<file path="src/rtl/pll_rate_pkg.sv">
package pll_rate_pkg;
  typedef enum logic [1:0] {
    PH_INT   = 2'd0,
    PH_FRAC  = 2'd1,
    PH_POST1 = 2'd2,
    PH_POST2 = 2'd3
  } phase_e;

  localparam int unsigned NUM_PHASES = 4;
endpackage

</file>
<file path="src/rtl/prc_decode.sv">
// Turns the raw divider fields into true divider values for either encoding
// and flags a zero divider in the direct encoding.
module prc_decode #(
  parameter int unsigned FB_W    = 13,
  parameter int unsigned REF_W   = 6,
  parameter int unsigned POST1_W = 4,
  parameter int unsigned POST2_W = 3
) (
  input  logic [FB_W-1:0]    fb_i,
  input  logic [REF_W-1:0]   ref_i,
  input  logic [POST1_W-1:0] post1_i,
  input  logic [POST2_W-1:0] post2_i,
  input  logic               int_mode_i,
  input  logic               minus_one_i,
  output logic [FB_W:0]      fb_o,
  output logic [REF_W:0]     ref_o,
  output logic [POST1_W:0]   post1_o,
  output logic [POST2_W:0]   post2_o,
  output logic               frac_en_o,
  output logic               zero_o
);
  localparam int unsigned DIR_FB_W = FB_W - 1;
  localparam int unsigned DIR_P1_W = POST1_W - 1;

  always_comb begin
    if (minus_one_i) begin
      fb_o      = (FB_W+1)'(fb_i) + (FB_W+1)'(1);
      ref_o     = (REF_W+1)'(ref_i) + (REF_W+1)'(1);
      post1_o   = (POST1_W+1)'(post1_i) + (POST1_W+1)'(1);
      post2_o   = (POST2_W+1)'(1);
      frac_en_o = 1'b0;
      zero_o    = 1'b0;
    end else begin
      fb_o      = (FB_W+1)'(fb_i[DIR_FB_W-1:0]);
      ref_o     = (REF_W+1)'(ref_i);
      post1_o   = (POST1_W+1)'(post1_i[DIR_P1_W-1:0]);
      post2_o   = (POST2_W+1)'(post2_i);
      frac_en_o = ~int_mode_i;
      zero_o    = (ref_i == '0) || (post1_i[DIR_P1_W-1:0] == '0) || (post2_i == '0);
    end
  end
endmodule

</file>
<file path="src/rtl/prc_seq_div.sv">
// Restoring divider that produces one quotient bit per cycle.
// The operands load on go_i, and fin_o pulses W cycles later.
module prc_seq_div #(
  parameter int unsigned W = 64
) (
  input  logic         clk,
  input  logic         rst,
  input  logic         go_i,
  input  logic [W-1:0] dividend_i,
  input  logic [W-1:0] divisor_i,
  output logic [W-1:0] quo_o,
  output logic         fin_o
);
  localparam int unsigned CW = $clog2(W + 1);

  logic [W-1:0]  rem_q, quo_q, dvs_q;
  logic [CW-1:0] cnt_q;
  logic          fin_q;
  logic [W:0]    rem_sh, diff;

  assign rem_sh = {rem_q, quo_q[W-1]};
  assign diff   = rem_sh - {1'b0, dvs_q};

  always_ff @(posedge clk) begin
    if (rst) begin
      rem_q <= '0;
      quo_q <= '0;
      dvs_q <= '0;
      cnt_q <= '0;
      fin_q <= 1'b0;
    end else begin
      fin_q <= 1'b0;
      if (go_i) begin
        rem_q <= '0;
        quo_q <= dividend_i;
        dvs_q <= divisor_i;
        cnt_q <= CW'(W);
      end else if (cnt_q != '0) begin
        cnt_q <= cnt_q - CW'(1);
        quo_q <= {quo_q[W-2:0], ~diff[W]};
        rem_q <= diff[W] ? rem_sh[W-1:0] : diff[W-1:0];
        if (cnt_q == CW'(1)) fin_q <= 1'b1;
      end
    end
  end

  assign quo_o = quo_q;
  assign fin_o = fin_q;
endmodule

</file>
<file path="src/rtl/pll_rate_calc.sv">
module pll_rate_calc
  import pll_rate_pkg::*;
#(
  parameter int unsigned PRATE_W = 32,
  parameter int unsigned FB_W    = 13,
  parameter int unsigned REF_W   = 6,
  parameter int unsigned POST1_W = 4,
  parameter int unsigned POST2_W = 3,
  parameter int unsigned FRAC_W  = 24,
  parameter int unsigned ACC_W   = 64
) (
  input  logic               clk,
  input  logic               rst,
  input  logic               start_i,
  input  logic [PRATE_W-1:0] parent_rate_i,
  input  logic [FB_W-1:0]    fb_div_i,
  input  logic [REF_W-1:0]   ref_div_i,
  input  logic [POST1_W-1:0] post1_div_i,
  input  logic [POST2_W-1:0] post2_div_i,
  input  logic [FRAC_W-1:0]  frac_i,
  input  logic               int_mode_i,
  input  logic               bypass_i,
  input  logic               minus_one_i,
  output logic               busy_o,
  output logic               done_o,
  output logic [ACC_W-1:0]   rate_o,
  output logic               err_o
);
  logic [FB_W:0]    dec_fb;
  logic [REF_W:0]   dec_ref;
  logic [POST1_W:0] dec_p1;
  logic [POST2_W:0] dec_p2;
  logic             dec_frac_en, dec_zero;

  prc_decode #(
    .FB_W(FB_W), .REF_W(REF_W), .POST1_W(POST1_W), .POST2_W(POST2_W)
  ) u_decode (
    .fb_i(fb_div_i), .ref_i(ref_div_i), .post1_i(post1_div_i), .post2_i(post2_div_i),
    .int_mode_i(int_mode_i), .minus_one_i(minus_one_i),
    .fb_o(dec_fb), .ref_o(dec_ref), .post1_o(dec_p1), .post2_o(dec_p2),
    .frac_en_o(dec_frac_en), .zero_o(dec_zero)
  );

  logic [ACC_W-1:0]   prod_int, prod_frac;
  assign prod_int  = ACC_W'(parent_rate_i) * ACC_W'(dec_fb);
  assign prod_frac = ACC_W'(parent_rate_i) * ACC_W'(frac_i);

  logic [ACC_W-1:0]   op_int_q, op_frac_q, acc_q;
  logic [ACC_W-1:0]   ref_q, p1_q, p2_q;
  logic [PRATE_W-1:0] parent_q;
  logic               frac_en_q, zero_q, bypass_q;
  logic               busy_q, done_q, err_q, kick_q;
  logic [ACC_W-1:0]   rate_q;
  phase_e             phase_q;

  logic [ACC_W-1:0]   div_dvd, div_dvs, div_quo;
  logic               div_fin;

  always_comb begin
    case (phase_q)
      PH_INT:   begin div_dvd = op_int_q;  div_dvs = ref_q; end
      PH_FRAC:  begin div_dvd = op_frac_q; div_dvs = ref_q; end
      PH_POST1: begin div_dvd = acc_q;     div_dvs = p1_q;  end
      default:  begin div_dvd = acc_q;     div_dvs = p2_q;  end
    endcase
  end

  prc_seq_div #(.W(ACC_W)) u_div (
    .clk(clk), .rst(rst), .go_i(kick_q),
    .dividend_i(div_dvd), .divisor_i(div_dvs),
    .quo_o(div_quo), .fin_o(div_fin)
  );

  always_ff @(posedge clk) begin
    if (rst) begin
      op_int_q  <= '0;
      op_frac_q <= '0;
      acc_q     <= '0;
      ref_q     <= '0;
      p1_q      <= '0;
      p2_q      <= '0;
      parent_q  <= '0;
      frac_en_q <= 1'b0;
      zero_q    <= 1'b0;
      bypass_q  <= 1'b0;
      busy_q    <= 1'b0;
      done_q    <= 1'b0;
      err_q     <= 1'b0;
      kick_q    <= 1'b0;
      rate_q    <= '0;
      phase_q   <= PH_INT;
    end else begin
      done_q <= 1'b0;
      kick_q <= 1'b0;
      if (!busy_q) begin
        if (start_i) begin
          op_int_q  <= prod_int;
          op_frac_q <= prod_frac;
          ref_q     <= ACC_W'(dec_ref);
          p1_q      <= ACC_W'(dec_p1);
          p2_q      <= ACC_W'(dec_p2);
          parent_q  <= parent_rate_i;
          frac_en_q <= dec_frac_en;
          zero_q    <= dec_zero;
          bypass_q  <= bypass_i;
          busy_q    <= 1'b1;
          kick_q    <= 1'b1;
          phase_q   <= PH_INT;
        end
      end else if (div_fin) begin
        case (phase_q)
          PH_INT:   acc_q <= div_quo;
          PH_FRAC:  if (frac_en_q) acc_q <= acc_q + (div_quo >> FRAC_W);
          PH_POST1: acc_q <= div_quo;
          default:  ;
        endcase
        if (phase_q == PH_POST2) begin
          busy_q <= 1'b0;
          done_q <= 1'b1;
          err_q  <= !bypass_q && zero_q;
          if (bypass_q)    rate_q <= ACC_W'(parent_q);
          else if (zero_q) rate_q <= '0;
          else             rate_q <= div_quo;
        end else begin
          phase_q <= phase_e'(phase_q + 2'd1);
          kick_q  <= 1'b1;
        end
      end
    end
  end

  assign busy_o = busy_q;
  assign done_o = done_q;
  assign rate_o = rate_q;
  assign err_o  = err_q;
endmodule

</file>
<file path="config.mk">
export PLATFORM = sky130hd
export DESIGN_NAME = pll_rate_calc
export DESIGN_NICKNAME = d
export VERILOG_FILES = /design/src/rtl/pll_rate_pkg.sv /design/src/rtl/prc_decode.sv /design/src/rtl/prc_seq_div.sv /design/src/rtl/pll_rate_calc.sv
export SDC_FILE = /design/constraint.sdc
export NUM_CORES = 2
export LEC_CHECK = 0
export BUFFER_PORTS_ARGS = -buffer_cell sky130_fd_sc_hd__buf_2
export CORE_MARGIN = 2
export CORE_UTILIZATION = 35
export CTS_CLUSTER_SIZE = 30
export DETAILED_ROUTE_END_ITERATION = 10
export GPL_TIMING_DRIVEN = 0
export PLACE_DENSITY_LB_ADDON = 0.05
export SLEW_MARGIN = 10
export SYNTH_ARGS = -nofsm -noshare
export SYNTH_HDL_FRONTEND = slang
export SYNTH_SLANG_ARGS = --single-unit
</file>
<file path="constraint.sdc">
create_clock -name clk -period 11.1 [get_ports clk]
set_input_delay 2.775 -clock clk [delete_from_list [all_inputs] [get_ports clk]]
set_output_delay 2.775 -clock clk [all_outputs]
set_load 0.02 [all_outputs]
</file>
**After elaboration in Yosys (flattened, before gate mapping)**

Index checks and enable logic that the tools add are counted.

- Bits in registers: 487
- Output and inout bits: 67
- Word-level logic and storage cells: 93

- Add/subtract/negate cells: 7
- Multiply operators: 2
- Equality and inequality tests: 7
- Mux-type cells: 29
- Bitwise operators: 5
- Reduce and logical (&&, ||, !) cells: 21

Operators with widths:

| cell | number |
|---|---|
| 64-bit two-way mux | 6 |
| 64-bit case mux with 2 select lines | 2 |
| 65-bit by 64-bit subtractor with 65-bit output | 1 |
| 64-bit by 40-bit adder with 64-bit output | 1 |
| 32-bit by 24-bit multiplier with 56-bit output | 1 |
| 32-bit by 14-bit multiplier with 46-bit output | 1 |
| 7-bit two-way mux | 3 |
| 13-bit by 1-bit adder with 14-bit output (second input constant) | 1 |
| 14-bit two-way mux | 1 |
| 7-bit case mux with 2 select lines | 1 |
| 1-bit two-way mux | 10 |
| 2-bit two-way mux | 4 |
| 6-bit by 1-bit adder with 7-bit output (second input constant) | 1 |
| 7-bit by 1-bit == test with 1-bit output (second input constant) | 1 |
| 7-bit nonzero test | 1 |
| 7-bit by 1-bit subtractor with 7-bit output (second input constant) | 1 |
| 3-bit zero test | 2 |
| 6-bit zero test | 1 |
| 3-bit AND reduction | 2 |
| 2-bit nonzero test | 3 |
| 2-bit OR reduction | 3 |
| 3-bit OR reduction | 2 |
| 4-bit by 1-bit adder with 5-bit output (second input constant) | 1 |
| 5-bit two-way mux | 1 |
| 13 further kinds | 20 |

**Logic depth before layout (Yosys ltp)**

- Depth after elaboration: 4
- Depth in mapped cells: 30

**Cells and area by module**

From an unflattened synthesis, not the netlist that was laid out.

- Cells, all modules: 8256
- Area total of the unflattened synthesis: 67008.0 um^2

Modules (own cells, without submodules):

| module | times used | cells each | area an instance (um^2) | seq. area each (um^2) |
|---|---|---|---|---|
| pll_rate_calc | 1 | 6444 | 53837.9 | 5745.5 |
| prc_seq_div | 1 | 1727 | 12590.8 | 4003.8 |
| prc_decode | 1 | 85 | 579.3 | 0.0 |

**Worst setup path before layout**

No wires, ideal clock.

- Kind: input-to-reg
- Start point: in parent_rate_i[12]
- End point: reg op_frac_q[48]
- Library setup time: 0.128 ns
- Arrival time: 9.617 ns
- Required time: 10.972 ns
- Path slack: 1.354 ns
- Cell stages on the path: 27
- Path buffers: 3
- Cell sequence: clkbuf_1 -> clkbuf_1 -> nand2_1 -> fa_1 -> inv_1 -> fa_1 -> inv_1 -> fa_1 -> inv_1 -> fa_1 -> inv_1 -> fa_1 -> fa_1 -> inv_1 -> fa_1 -> ha_1 -> clkbuf_1 -> a2111oi_0 -> o21ai_0 -> a221o_1 -> a2111oi_0 -> a21oi_1 -> nor2_1 -> o21ai_0 -> a21oi_1 -> xor2_1 -> o21ai_0

- Word-level cells in the longest chain between the ends: 1

RTL lines:

| element | line | RTL |
|---|---|---|
| start, declared | pll_rate_calc.sv:15 | `input logic [PRATE_W-1:0] parent_rate_i,` |
| 32-bit by 24-bit multiplier with 56-bit output | pll_rate_calc.sv:46 | `assign prod_frac = ACC_W'(parent_rate_i) * ACC_W'(frac_i);` |
| end signal, assigned | pll_rate_calc.sv:98 | `op_frac_q <= prod_frac;` |
| end, declared | pll_rate_calc.sv:48 | `logic [ACC_W-1:0] op_int_q, op_frac_q, acc_q;` |

Every way passes these cells.
A chain may end at the register's enable or synchronous reset.

**Worst setup path after layout**

- Start point: in frac_i[5]
- End point: reg op_frac_q[48]

- Word-level cells in the longest chain between the ends: 1

RTL lines:

| element | line | RTL |
|---|---|---|
| start, declared | pll_rate_calc.sv:20 | `input logic [FRAC_W-1:0] frac_i,` |
| 32-bit by 24-bit multiplier with 56-bit output | pll_rate_calc.sv:46 |  |

Every way passes these cells.

==> results.tsv <==
metric	value	unit
status	finished clean	
synth.distinct_cells	82	
die_w	415	microns
path_clk_slew	0.06	ns
criticalPathCategory	primary input to flop	
clockRootBuffer	clkbuf_16	
hpwl	206	mm
synth.yosys.warnings	0	
rsz0062_at_grt	yes	
grt_pass1_vias	51530	
async_flop_share	0	%
grt-ovfl-total	0	
via_per_inst	5.29	
r2r_slack	6.61	ns
worst_pin_slew	1.33	ns
clkLatencyLatePin	0.64	ns
io_buffers	122	
setup_viol_count_final	0	
drv_slew	0	
syn_area	59300	sq um
worstRegToRegCells	12	
core_area	169000	sq um
drt_iter0_drc	3463	
min_path_cells	2	
max_freq	90.2	MHz
first_pass_iters	6	
postCtsSetupBuffers	0	
antenna_found_initial	22	
ys_seq_area_share	14.5	%
wirelength	251	mm
hold_path.class	flop to flop	
hold_violations	0	
cap_viol_max_count	0	
die_area	173000	sq um
fin_skew	0.0412	ns
htree_num_levels	2	
finalCoreUtilization	38.3	%
r2r-end	acc_q[55]	
hold_end	rate_o[23]	
startpoint_type	primary input	
antenna_left	0	
min_from	rate_o[23]	
min_period	11.08	ns
tritoncts	done	
cts.sinks	429	
r2r_start	u_div.quo_o[25]	
ys_ff_latch	429	
finalNetCount	8621	
critical_path_arrival	11.57	ns
synth_flop_cell	dfxtp_1	
gp_congestion	0.918	
start_util	35.1	%
die_h	415	microns
clock_path_buffers	3	
num_io_pins	155	
drc_errors	0	
rows	151	
wl_per_cell	26.6	microns
avgSynthCellArea	8.46	sq um
grt_pass1_wl	364	mm
synth_edf_count	0	
setup_tns	0	ns
grtUsageTotal	28.9	%
vias	49874	
required	11.58	ns
syn_inst	7001	
layout-drive-gt1-share	4.46	%
cts-buffers-inserted	47	
synth_fp_nets	8456	
grt_max_degree	20	
worstSetupEndpointType	flop	
max_slew_margin	11.0	%
area_growth	9.06	%
cp_max_fo	10	
finalCritPeriodShare	99.8	%
worst max-delay path, cell delays in order:
cell and delay [ns]:
buf_2 0.22, clkbuf_1 0.61, nand2_1 0.16, fa_1 0.54, inv_1 0.05, fa_1 0.56, fa_1 0.58, inv_1 0.06
fa_1 0.52, fa_1 0.49, fa_1 0.51, inv_1 0.05, fa_1 0.48, ha_1 0.30, clkbuf_1 0.21, a2111oi_0 0.47
o21ai_0 0.19, a221o_1 0.40, a2111oi_2 0.63, a21oi_1 0.21, nor2_1 0.29, o21ai_0 0.45, a21oi_1 0.29, xor2_1 0.37
o21ai_0 0.13
what timing repair did:
| action | 4_1_cts | 5_1_grt |
|---|---|---|
| gates resized for setup | 46 | 73 |
| hold buffers | 0 | 0 |
| gates cloned | 0 | 0 |
| setup endpoints to repair | 36 | 11 |
sequential cells by signal (all words and copies together) (netlist names), 2 cells and up:
name and cells:
op_frac_q 56, u_div.cnt_q 7, u_div.rem_q 64, u_div.quo_o 64, op_int_q 46, p1_q 5, ref_q 7, u_div.dvs_q 7
rate_o 64, phase_q 2, acc_q 64, p2_q 3, parent_q 32
logic make-up (layout without fill, tap and decap cells):
| group | after synthesis | in the layout | synth area share [%] |
|---|---|---|---|
| xor+xnor | 195 | 195 | 2.88 |
| other cells | 0 | 9 | 0 |
| compound gates | 1149 | 1149 | 12.8 |
| simple gates | 2310 | 2310 | 18.1 |
| buf+inv | 1535 | 1738 | 9.73 |
| fa+ha+maj | 1367 | 1367 | 41.8 |
| flops | 429 | 429 | 14.5 |
| mux | 16 | 16 | 0.270 |
cells in the final DEF, fill, tap and decap left out, types with 70 or more instances in the layout:
cell type	synthesis	final
and2_1	401	401
ha_1	350	350
buf_2	1	126
a21oi_1	351	351
xnor2_1	111	103
nor2_1	214	214
clkbuf_1	442	368
nand2_1	1289	1289
fa_1	1017	1017
o21ai_0	199	198
inv_1	1069	1069
xor2_1	84	81
nand3_1	70	70
dfxtp_1	429	429
a311oi_1	87	86
a211oi_1	96	96
a21o_1	93	93
Yosys cell counts (12+ instances only):
library cell / count / area (sq um)
nand2_1: 1289 / 4840
inv_1: 1069 / 4010
fa_1: 1017 / 20400
clkbuf_1: 442 / 1660
dfxtp_1: 429 / 8590
and2_1: 401 / 2510
a21oi_1: 351 / 1760
ha_1: 350 / 4380
nor2_1: 214 / 803
o21ai_0: 199 / 996
xnor2_1: 111 / 972
a211oi_1: 96 / 721
a21o_1: 93 / 698
a311oi_1: 87 / 762
xor2_1: 84 / 736
nand3_1: 70 / 350
nor3_1: 57 / 285
and3_1: 54 / 338
a221o_1: 49 / 490
nor2b_1: 49 / 307
a22oi_1: 39 / 293
nand4_1: 38 / 238
a22o_1: 37 / 324
a31oi_1: 29 / 181
o21a_1: 25 / 188
o21bai_1: 24 / 180
or3_1: 24 / 150
nor4_1: 23 / 144
buf_1: 21 / 78.8
nand2b_1: 20 / 125
mux2i_1: 16 / 160
o211ai_1: 16 / 120
o22ai_1: 16 / 100
o31ai_1: 12 / 90.1
worst max-delay path by stage:
stage                                  from       endpoint  cells past startpoint
after global placement    parent_rate_i[12]  op_frac_q[51]                     26
after CTS                       fb_div_i[6]   op_int_q[44]                     26
after floorplan           parent_rate_i[12]  op_frac_q[48]                     27
final                             frac_i[5]  op_frac_q[48]                     25
after global routing      parent_rate_i[29]  op_frac_q[54]                     23
after detailed placement  parent_rate_i[11]  op_frac_q[48]                     27
metrics by stage:
stage | instances | hold WS, ns | setup slack (ns) | cell area [sq um]
5_1_grt | 9426 | 0.469 | -0.0793 | 64600
4_1_cts | 9430 | 0.454 | 0.0217 | 64500
3_3_place_gp | 9341 | 0.434 | -2.01 | 62600
3_5_place_dp | 9344 | 0.440 | -1.83 | 62700
6_report | 9431 | 0.447 | 0.0169 | 64600
2_1_floorplan | 7001 | 0.426 | 1.35 | 59300
area by class of cell:
cell class,instances,area (sq um)
plain buffers,456,1840
clock inverters,29,384
diodes,9,22.5
multi-input cells,5037,45000
fillers,17707,104000
inverters,1070,4020
flip-flops and latches,429,8590
repair buffers,125,644
well taps,2218,2780
clock buffers,58,1310
layer usage:
layer | vias to the layer above | global-route usage (%) | share of wire [%]
met1 | 25422 | 37.4 | 43
met4 | 6 | 10.5 | 4.3
li1 | 22615 | - | -
met2 | 1473 | 49.7 | 48
met5 | - | 0 | 0.017
met3 | 358 | 2.87 | 4.8
Power is left out: the tool's default activity adds up to more than one toggle a clock period on the data nets, which glitch-free logic cannot reach.
